File: src/rtl/mmux_pkg.sv
package mmux_pkg;

  localparam int CODE_W = 12;

  typedef enum logic [1:0] {
    ACC_FETCH = 2'd0,
    ACC_READ  = 2'd1,
    ACC_WRITE = 2'd2,
    ACC_ALT   = 2'd3
  } acc_kind_e;

  typedef enum logic [2:0] {
    FLT_NONE    = 3'd0,
    FLT_ADDR    = 3'd1,
    FLT_MISS    = 3'd2,
    FLT_INVALID = 3'd3,
    FLT_PROT    = 3'd4,
    FLT_IPW     = 3'd5
  } fault_e;

  localparam int NUM_CLS = 5;

  localparam logic [CODE_W-1:0] CODE_AERR_RD = 12'h0E0;
  localparam logic [CODE_W-1:0] CODE_AERR_WR = 12'h100;
  localparam logic [CODE_W-1:0] CODE_MISS_RD = 12'h040;
  localparam logic [CODE_W-1:0] CODE_MISS_WR = 12'h060;
  localparam logic [CODE_W-1:0] CODE_PROT_RD = 12'h0A0;
  localparam logic [CODE_W-1:0] CODE_PROT_WR = 12'h0C0;
  localparam logic [CODE_W-1:0] CODE_IPW     = 12'h080;

  function automatic logic is_store(input logic [1:0] kind);
    return kind == ACC_WRITE;
  endfunction

  function automatic logic is_xlat_fault(input fault_e f);
    return (f == FLT_MISS) || (f == FLT_INVALID) ||
           (f == FLT_PROT) || (f == FLT_IPW);
  endfunction

endpackage

File: src/rtl/mmux_classify.sv
module mmux_classify
  import mmux_pkg::*;
(
  input  logic       acc_valid,
  input  logic [1:0] acc_kind,
  input  logic       addr_err,
  input  logic       xlat_en,
  input  logic       tlb_hit,
  input  logic       ent_valid,
  input  logic       ent_perm_ok,
  input  logic       ent_dirty,
  output fault_e     fault
);

  // Candidate conditions, index = priority (0 highest)
  logic [NUM_CLS-1:0] cand;
  fault_e             cls_of [NUM_CLS];

  assign cls_of[0] = FLT_ADDR;
  assign cls_of[1] = FLT_MISS;
  assign cls_of[2] = FLT_INVALID;
  assign cls_of[3] = FLT_PROT;
  assign cls_of[4] = FLT_IPW;

  logic xl;
  assign xl = acc_valid && xlat_en;

  assign cand[0] = acc_valid && addr_err;
  assign cand[1] = xl && !tlb_hit;
  assign cand[2] = xl && tlb_hit && !ent_valid;
  assign cand[3] = xl && tlb_hit && ent_valid && !ent_perm_ok;
  assign cand[4] = xl && tlb_hit && ent_valid && ent_perm_ok &&
                   is_store(acc_kind) && !ent_dirty;

  // Mask of lower classes blocked by a higher one
  logic [NUM_CLS-1:0] win;
  genvar gi;
  generate
    for (gi = 0; gi < NUM_CLS; gi++) begin : g_pri
      if (gi == 0) begin : g_top
        assign win[gi] = cand[gi];
      end else begin : g_rest
        assign win[gi] = cand[gi] && !(|cand[gi-1:0]);
      end
    end
  endgenerate

  always_comb begin
    fault = FLT_NONE;
    for (int i = 0; i < NUM_CLS; i++) begin
      if (win[i]) fault = cls_of[i];
    end
  end

endmodule

File: src/rtl/mmux_vector.sv
module mmux_vector
  import mmux_pkg::*;
#(
  parameter int          VA_W     = 32,
  parameter int unsigned MISS_OFS = 32'h400,
  parameter int unsigned GEN_OFS  = 32'h100
) (
  input  fault_e            fault,
  input  logic [1:0]        acc_kind,
  input  logic [VA_W-1:0]   vbr,
  output logic [CODE_W-1:0] code,
  output logic [VA_W-1:0]   vec
);

  localparam logic [VA_W-1:0] MISS_V = VA_W'(MISS_OFS);
  localparam logic [VA_W-1:0] GEN_V  = VA_W'(GEN_OFS);

  logic wr;
  assign wr = is_store(acc_kind);

  always_comb begin
    unique case (fault)
      FLT_ADDR:    code = wr ? CODE_AERR_WR : CODE_AERR_RD;
      FLT_MISS,
      FLT_INVALID: code = wr ? CODE_MISS_WR : CODE_MISS_RD;
      FLT_PROT:    code = wr ? CODE_PROT_WR : CODE_PROT_RD;
      FLT_IPW:     code = CODE_IPW;
      default:     code = '0;
    endcase
  end

  assign vec = vbr + ((fault == FLT_MISS) ? MISS_V : GEN_V);

endmodule

File: src/rtl/mmux_retaddr.sv
module mmux_retaddr
  import mmux_pkg::*;
#(
  parameter int VA_W = 32
) (
  input  logic [1:0]      acc_kind,
  input  logic [VA_W-1:0] acc_va,
  input  logic [VA_W-1:0] cur_pc,
  input  logic            in_dslot,
  input  logic [VA_W-1:0] br_pc,
  output logic [VA_W-1:0] ret
);

  logic [VA_W-1:0] data_ret;
  assign data_ret = in_dslot ? br_pc : cur_pc;
  assign ret      = (acc_kind == ACC_FETCH) ? acc_va : data_ret;

endmodule

File: src/rtl/mmux_capture.sv
module mmux_capture
  import mmux_pkg::*;
#(
  parameter int VA_W = 32
) (
  input  logic              clk,
  input  logic              rst_n,
  input  fault_e            fault,
  input  logic [CODE_W-1:0] code_d,
  input  logic [VA_W-1:0]   vec_d,
  input  logic [VA_W-1:0]   ret_d,
  input  logic [VA_W-1:0]   va_d,
  output logic              req_q,
  output logic [CODE_W-1:0] code_q,
  output logic [VA_W-1:0]   vec_q,
  output logic [VA_W-1:0]   ret_q,
  output logic [VA_W-1:0]   tea_q
);

  logic taken;
  assign taken = fault != FLT_NONE;

  always_ff @(posedge clk) begin
    if (!rst_n) begin
      req_q  <= 1'b0;
      code_q <= '0;
      vec_q  <= '0;
      ret_q  <= '0;
      tea_q  <= '0;
    end else begin
      req_q <= taken;
      if (taken) begin
        code_q <= code_d;
        vec_q  <= vec_d;
        ret_q  <= ret_d;
      end
      if (is_xlat_fault(fault)) tea_q <= va_d;
    end
  end

endmodule

File: src/rtl/mmux_exc_top.sv
module mmux_exc_top
  import mmux_pkg::*;
#(
  parameter int          VA_W     = 32,
  parameter int unsigned MISS_OFS = 32'h400,
  parameter int unsigned GEN_OFS  = 32'h100
) (
  input  logic              clk,
  input  logic              rst_n,
  input  logic              acc_valid,
  input  logic [1:0]        acc_kind,
  input  logic [VA_W-1:0]   acc_va,
  input  logic              addr_err,
  input  logic              xlat_en,
  input  logic              tlb_hit,
  input  logic              ent_valid,
  input  logic              ent_perm_ok,
  input  logic              ent_dirty,
  input  logic [VA_W-1:0]   cur_pc,
  input  logic              in_dslot,
  input  logic [VA_W-1:0]   br_pc,
  input  logic [VA_W-1:0]   vbr,
  output logic              exc_req,
  output logic [CODE_W-1:0] exc_code,
  output logic [VA_W-1:0]   exc_vec,
  output logic [VA_W-1:0]   exc_ret,
  output logic [VA_W-1:0]   fault_va
);

  fault_e            fault;
  logic [CODE_W-1:0] code_d;
  logic [VA_W-1:0]   vec_d;
  logic [VA_W-1:0]   ret_d;

  mmux_classify u_cls (
    .acc_valid   (acc_valid),
    .acc_kind    (acc_kind),
    .addr_err    (addr_err),
    .xlat_en     (xlat_en),
    .tlb_hit     (tlb_hit),
    .ent_valid   (ent_valid),
    .ent_perm_ok (ent_perm_ok),
    .ent_dirty   (ent_dirty),
    .fault       (fault)
  );

  mmux_vector #(.VA_W(VA_W), .MISS_OFS(MISS_OFS), .GEN_OFS(GEN_OFS)) u_vec (
    .fault    (fault),
    .acc_kind (acc_kind),
    .vbr      (vbr),
    .code     (code_d),
    .vec      (vec_d)
  );

  mmux_retaddr #(.VA_W(VA_W)) u_ret (
    .acc_kind (acc_kind),
    .acc_va   (acc_va),
    .cur_pc   (cur_pc),
    .in_dslot (in_dslot),
    .br_pc    (br_pc),
    .ret      (ret_d)
  );

  mmux_capture #(.VA_W(VA_W)) u_cap (
    .clk    (clk),
    .rst_n  (rst_n),
    .fault  (fault),
    .code_d (code_d),
    .vec_d  (vec_d),
    .ret_d  (ret_d),
    .va_d   (acc_va),
    .req_q  (exc_req),
    .code_q (exc_code),
    .vec_q  (exc_vec),
    .ret_q  (exc_ret),
    .tea_q  (fault_va)
  );

endmodule

File: config.mk
export PLATFORM = sky130hd
export DESIGN_NAME = mmux_exc_top
export DESIGN_NICKNAME = d
export VERILOG_FILES = /design/src/rtl/mmux_pkg.sv /design/src/rtl/mmux_classify.sv /design/src/rtl/mmux_vector.sv /design/src/rtl/mmux_retaddr.sv /design/src/rtl/mmux_capture.sv /design/src/rtl/mmux_exc_top.sv
export SDC_FILE = /design/constraint.sdc
export NUM_CORES = 1
export LEC_CHECK = 0
export BUFFER_PORTS_ARGS = -buffer_cell sky130_fd_sc_hd__buf_2
export CORE_MARGIN = 2
export CORE_UTILIZATION = 49
export CTS_CLUSTER_DIAMETER = 200
export DETAILED_ROUTE_END_ITERATION = 8
export PLACE_DENSITY = 0.88
export SETUP_SLACK_MARGIN = 0.05
export SYNTH_ARGS = -nofsm -noshare
export SYNTH_HDL_FRONTEND = slang
export SYNTH_SLANG_ARGS = --single-unit
File: constraint.sdc
create_clock -name clk -period 3.8 [get_ports clk]
set_input_delay 0.19 -clock clk [delete_from_list [all_inputs] [get_ports clk]]
set_output_delay 0.19 -clock clk [all_outputs]
set_load 0.005 [all_outputs]
After elaboration in Yosys (flattened, before gate mapping)
Cells that the tools add are included.
{ "totals": {"output_inout_bits": 109, "reg_bits": 109, "wordCells": 55, "input_bits": 140} }
{ "op_classes": {"reduce_logical": 31, "eq_ne": 6, "muxes": 12, "add_sub_neg": 1} }
{ "ops": {"columns": ["cell", "n"], "rows": [
  ["$mux W32", 2],
  ["$pmux W12 S4", 1],
  ["$add A32 B32 Y32", 1],
  ["$logic_and A1 B1 Y1", 14],
  ["$mux W3", 4],
  ["$mux W11", 1],
  ["$mux W9", 1],
  ["$logic_not A1 Y1", 8],
  ["$mux W7", 1],
  ["$eq A3 B2 Y1 const B", 2],
  ["$eq A3 B3 Y1 const B", 2],
  ["$mux W6", 1],
  ["$reduce_or A2 Y1", 2],
  ["$reduce_or A4 Y1", 1],
  ["$eq A3 B1 Y1 const B", 1],
  ["$logic_or A1 B1 Y1", 3],
  ["$reduce_bool A3 Y1", 1],
  ["$reduce_or A3 Y1", 1],
  ["$eq A2 B2 Y1 const B", 1],
  ["$logic_not A2 Y1", 1],
  ["$mux W1", 1]
]} }

Logic depth before layout (Yosys ltp)
{ "logic_depth": {"ltp_word": 12, "ltp_mapped": 9} }

Modules after synthesis
Synthesis repeated with hierarchy kept, for this count alone.
{ "unflattened": {"cells_unflattened": 685, "area_unflattened_um2": 5885.6} }
{ "modules_own_cells": {"columns": ["mod", "cells_per_inst", "n_inst", "area_each_um2"], "rows": [
  ["mmux_capture", 471, 1, 4265.3],
  ["mmux_retaddr", 113, 1, 892.1],
  ["mmux_vector", 92, 1, 661.9],
  ["mmux_classify", 9, 1, 66.3]
]} }

Worst setup path after synthesis
OpenSTA, ideal clock, no wires.
{ "synth_path": {"path_type": "input -> register", "startpoint": "input port xlat_en", "endpoint": "register u_cap.vec_q[26]", "path_buffers": 0, "path_stages": 9, "path_slack_ns": 1.780, "arrival_time_ns": 1.946, "path_cell_list": "nor2b_1 nand2_1 or2_2 inv_1 ha_1 a21o_1 nand4_1 or3_2 a31oi_1"} }
{ "synth_via": {"elab_chain_cells": 11, "word_cells_on_any_way": 27, "cone_classes": "add/sub: 1; eq/ne: 1; mux: 5; reduce/logical: 20"} }
{ "synth_rtl": {"columns": ["item", "line", "text"], "rows": [
  ["start: declaration", "mmux_exc_top.sv:14", "input logic xlat_en,"],
  ["$logic_and A1 B1 Y1 *", "mmux_classify.sv:26", "assign xl = acc_valid && xlat_en;"],
  ["$logic_and A1 B1 Y1, on equally long branches", null, null],
  ["$reduce_or A2 Y1, or another cell as far along", "mmux_classify.sv:43", "assign win[gi] = cand[gi] && !(|cand[gi-1:0]);"],
  ["$logic_not A1 Y1, or another cell as far along", "mmux_classify.sv:43", null],
  ["$logic_and A1 B1 Y1, or another cell as far along", "mmux_classify.sv:43", null],
  ["$mux W3, or another cell as far along", "mmux_classify.sv:51", "if (win[i]) fault = cls_of[i];"],
  ["$mux W3 / $logic_and A1 B1 Y1 (equally long branches)", "mmux_classify.sv:51, mmux_classify.sv:43", null],
  ["$mux W3 *", "mmux_classify.sv:51", null],
  ["$eq A3 B2 Y1", "mmux_vector.sv:32", "assign vec = vbr + ((fault == FLT_MISS) ? MISS_V : GEN_V);"],
  ["$mux W11", "mmux_vector.sv:32", null],
  ["$add A32 B32 Y32", "mmux_vector.sv:32", null],
  ["end signal: assignment", "mmux_capture.sv:34", "vec_q <= vec_d;"],
  ["end: declaration", "mmux_capture.sv:15", "output logic [VA_W-1:0] vec_q,"]
]} }
Mark *: on every way between the ends. The rest lies on a longest branch, timed or not.
A chain may end at the register's enable or synchronous reset.

Worst setup path in the final report
Same ends and word-level chain as after synthesis.

==> out/qor_table.md <==
| Result | Reported | Unit |
|:---|:---|:---|
| Result of the run | completed | - |
| Half-perimeter wire length of the detailed placement result | 10100 | um |
| Total I/O pin count | 249 | - |
| Total of hold buffers inserted after clock tree synthesis | 0 | - |
| H-tree lvl count | 3 | - |
| Sinks on Clock Net | 101 | - |
| Distinct cell type count of the synthesized netlist | 42 | - |
| Top FF cell, synth | dfxtp_1 | - |
| Worst endpoint data arrival time | 2430 | ps |
| FMAX | 464 | MHz |
| Number of global-route vias before repair | 4583 | - |
| Clock-pin slew of the registers on the worst-case setup and hold paths | 90 | ps |
| Sum of negative setup slack | 0 | ps |
| Final setup violation count | 0 | - |
| Final Max Tran Viols | 0 | - |
| Clock buffer depth | 2 | - |
| Site Rows | 35 | - |
| Cell area after synthesis | 4710 | sq um |
| Startpoint of the most critical hold path | vbr[0] | - |
| Signed area change from the synthesized netlist to the final layout | 30.2 | % |
| Port-buffer cells | 240 | - |
| Number of max-cap violations | 0 | - |
| Synth Area per Inst | 8.49 | sq um |
| Clock Skews | 0 | ps |
| First-pass GRT wire length | 20600 | um |
| P per Cell Area | 370 | nW/um^2 |
| Peak supply drop | 191 | uV |
| Effective utilization at floorplan | 0.508 | - |
| Number of detailed-route iterations in the first pass | 5 | - |
| TritonCTS buffer count | 9 | - |
| Count of mapped cells out of synthesis | 555 | - |
| Reg-to-reg startpoint | u_cap.vec_q[24] | - |
| Inserted Diodes | 0 | - |
| Final Hold Violating Endpoints | 0 | - |
| Grt ovf | 0 | - |
| Buffers plus inverters on the worst setup path | 2 | - |
| Chip height | 102 | um |
| Final core utilization | 0.661 | - |
| Number of nets with antenna violations after routing | 0 | - |
| Detailed Route Iter0 Violations | 188 | - |
| CTS root buffer | clkbuf_8 | - |
| Vias post-DR | 4847 | - |
| Average vias per placed instance | 5.37 | - |
| Kind of cell adding the most delay to the critical path | simple AND/OR/NAND/NOR gates | - |
| Wire length reported by the detailed router | 13600 | um |
| Full die area | 10400 | sq um |
| Final period demand of the worst path | 2150 | ps |
| Leakage | 0.00311 | uW |
| CTS tree | done | - |
| Least-Margin Pin Slew | 1150 | ps |
| Start-to-end type of the worst setup path | in2reg | - |
| Slew Limit Headroom | 0.234 | - |
| Worst setup EP type | flip-flop | - |
| Post-route fraction of the period consumed by the critical path | 0.567 | - |
| Overall die width | 102 | um |
| CP max stage cell | or3_2 | - |
| Critical path launch point type | primary input | - |
| Async set or reset register ratio after synthesis | 0 | - |
| Last weighted congestion value of the routability-driven placer | 0.842 | - |
| Post-synthesis sequential element count | 101 | - |
| # resized after CTS | 0 | - |
| WL/cell | 15.1 | um |
| Largest incremental delay on the critical path | 460 | ps |
| CP Data Required Time | 4080 | ps |
| Placed Instance Area | 5940 | sq um |
| Worst hold-check path type | in2reg | - |
| Proportion of layout cells with a drive suffix above 1 | 0.350 | - |
| Area of the placeable core | 9280 | sq um |
| Non-Filler Cell Area, Final | 6140 | sq um |
| Final-stage net count | 914 | - |
| Buffers inserted during post-CTS setup optimization | 0 | - |
| EDFF count, synth | 0 | - |
| Synthesis Warnings | 0 | - |
| Number of remaining DRC errors | 0 | - |
| Timing startpoint of the critical path | xlat_en | - |
| Max FO, Critical Path | 8 | - |
| Largest net degree at the start of global routing | 69 | - |
| Crit-path cells | buf_2 > nor2b_1 > nand2_1 > or2_2 > inv_1 > ha_1 > a21o_1 > nand4_1 > or3_2 > a31oi_1 | - |
| Setup repair after global routing missed its margin | no | - |
| Clock latency reported for the late side of the worst-skew pair | 340 | ps |
| Part of the Yosys area used for sequential elements | 0.429 | - |
| Overall global routing resource usage | 0.246 | - |
| Antenna violations before repair | 0 | - |
cell families (layout without fill, tap and decap cells):
group	Yosys count	count (layout)	share of synthesized area
xor gates and xnor gates	13	13	0.0242
DFF	101	101	0.429
buffers and inverters	54	266	0.0539
and+or+nand+nor	181	181	0.172
adders and majority gates	3	3	0.00796
AOI/OAI and AO/OA	138	138	0.177
muxes	64	64	0.136
other	1	8	0.000795
state kept, by name (all words and copies together), names as in the netlist:
| signal | count |
|---|---|
| u_cap.req_q | 1 |
| u_cap.vec_q | 32 |
| u_cap.tea_q | 32 |
| u_cap.ret_q | 32 |
| u_cap.code_q | 4 |
layout by cell type, fill, tap and decap left out, types with 2 or more instances in the layout:
master / count
nand3_1: 8
xnor2_1: 6
bufinv_16: 2
o21ai_0: 27
ha_1: 3
a21oi_1: 56
nand2_1: 96
nor3_1: 3
nand4_1: 8
buf_4: 5
and3_1: 3
clkinvlp_4: 2
o211ai_1: 32
a31oi_1: 8
a311oi_1: 2
inv_1: 6
xor2_1: 7
dfxtp_1: 101
nor2b_1: 2
a211oi_1: 4
mux2i_1: 64
buf_2: 240
and4_1: 3
or3_1: 5
or2_2: 3
conb_1: 8
nor2_1: 40
or3_2: 2
nand4b_1: 2
clkbuf_8: 9
routing by layer:
layer | vias up | track usage | part of all wire
li1 | 2370 | - | -
met1 | 2249 | 0.280 | 0.40
met2 | 198 | 0.439 | 0.51
met3 | 30 | 0.0561 | 0.074
met4 | 0 | 0.110 | 0.023
met5 | - | 0 | 0
cell usage after synthesis, drive strengths merged, types with 2 or more instances:
library cell | n | share of area
or4 | 2 | 0.0040
or3 | 7 | 0.0098
nand4 | 9 | 0.013
nand2 | 96 | 0.076
nor2 | 40 | 0.032
nand4b | 2 | 0.0037
clkbuf | 24 | 0.019
o21ai | 28 | 0.030
mux2i | 64 | 0.14
nor2b | 2 | 0.0027
xor2 | 7 | 0.013
o211ai | 32 | 0.051
a311oi | 2 | 0.0037
and3 | 3 | 0.0040
a31oi | 8 | 0.011
a21oi | 56 | 0.059
dfxtp | 101 | 0.43
and4 | 3 | 0.0056
ha | 3 | 0.0080
a211oi | 4 | 0.0064
xnor2 | 6 | 0.011
or2 | 3 | 0.0040
nor3 | 3 | 0.0032
o21a | 2 | 0.0032
buf | 23 | 0.029
nand3 | 8 | 0.0085
inv | 7 | 0.0056
worst min-delay path: stages:
cell and delay [ps]:
buf_2 90, nand2_1 40, a21oi_1 50
cell type report:
| class | instances | area, sq um |
|---|---|---|
| fill | 786 | 3150 |
| multi-input combinational | 407 | 2490 |
| sequential | 101 | 2020 |
| timing repair buffer | 245 | 1240 |
| tap | 129 | 161 |
| clock buffer | 10 | 128 |
| clock inverter | 4 | 75.1 |
| inverter | 7 | 26.3 |
where the power goes:
group / switching [uW] / internal [uW] / total [uW] / leakage, uW
logic: 223 / 183 / 406 / 0.00218
registers: 30.7 / 1120 / 1150 / 0.000828
clock network: 348 / 364 / 712 / 0.0000945
total: 602 / 1670 / 2270 / 0.00311
metrics by stage:
step                cells  setup WS, ps  power, uW  hold slack (ps)
floorplan             562          1780       1390              326
global placement      889          1370       1570              430
detailed placement    889          1270       1580              437
CTS                   903          1650       2290             48.7
global route          903          1440       2370             54.2
finish                903          1650       2270             68.7
worst paths after layout:
path	to	slack (ps)	cells past startpoint
max	u_cap.vec_q[26]	1650	10
min	u_cap.vec_q[0]	70	3
max reg2reg	u_cap.vec_q[24]	3070	2
min reg2reg	u_cap.code_q[7]	450	2
Note: power is estimated with default switching activity, not from simulation.
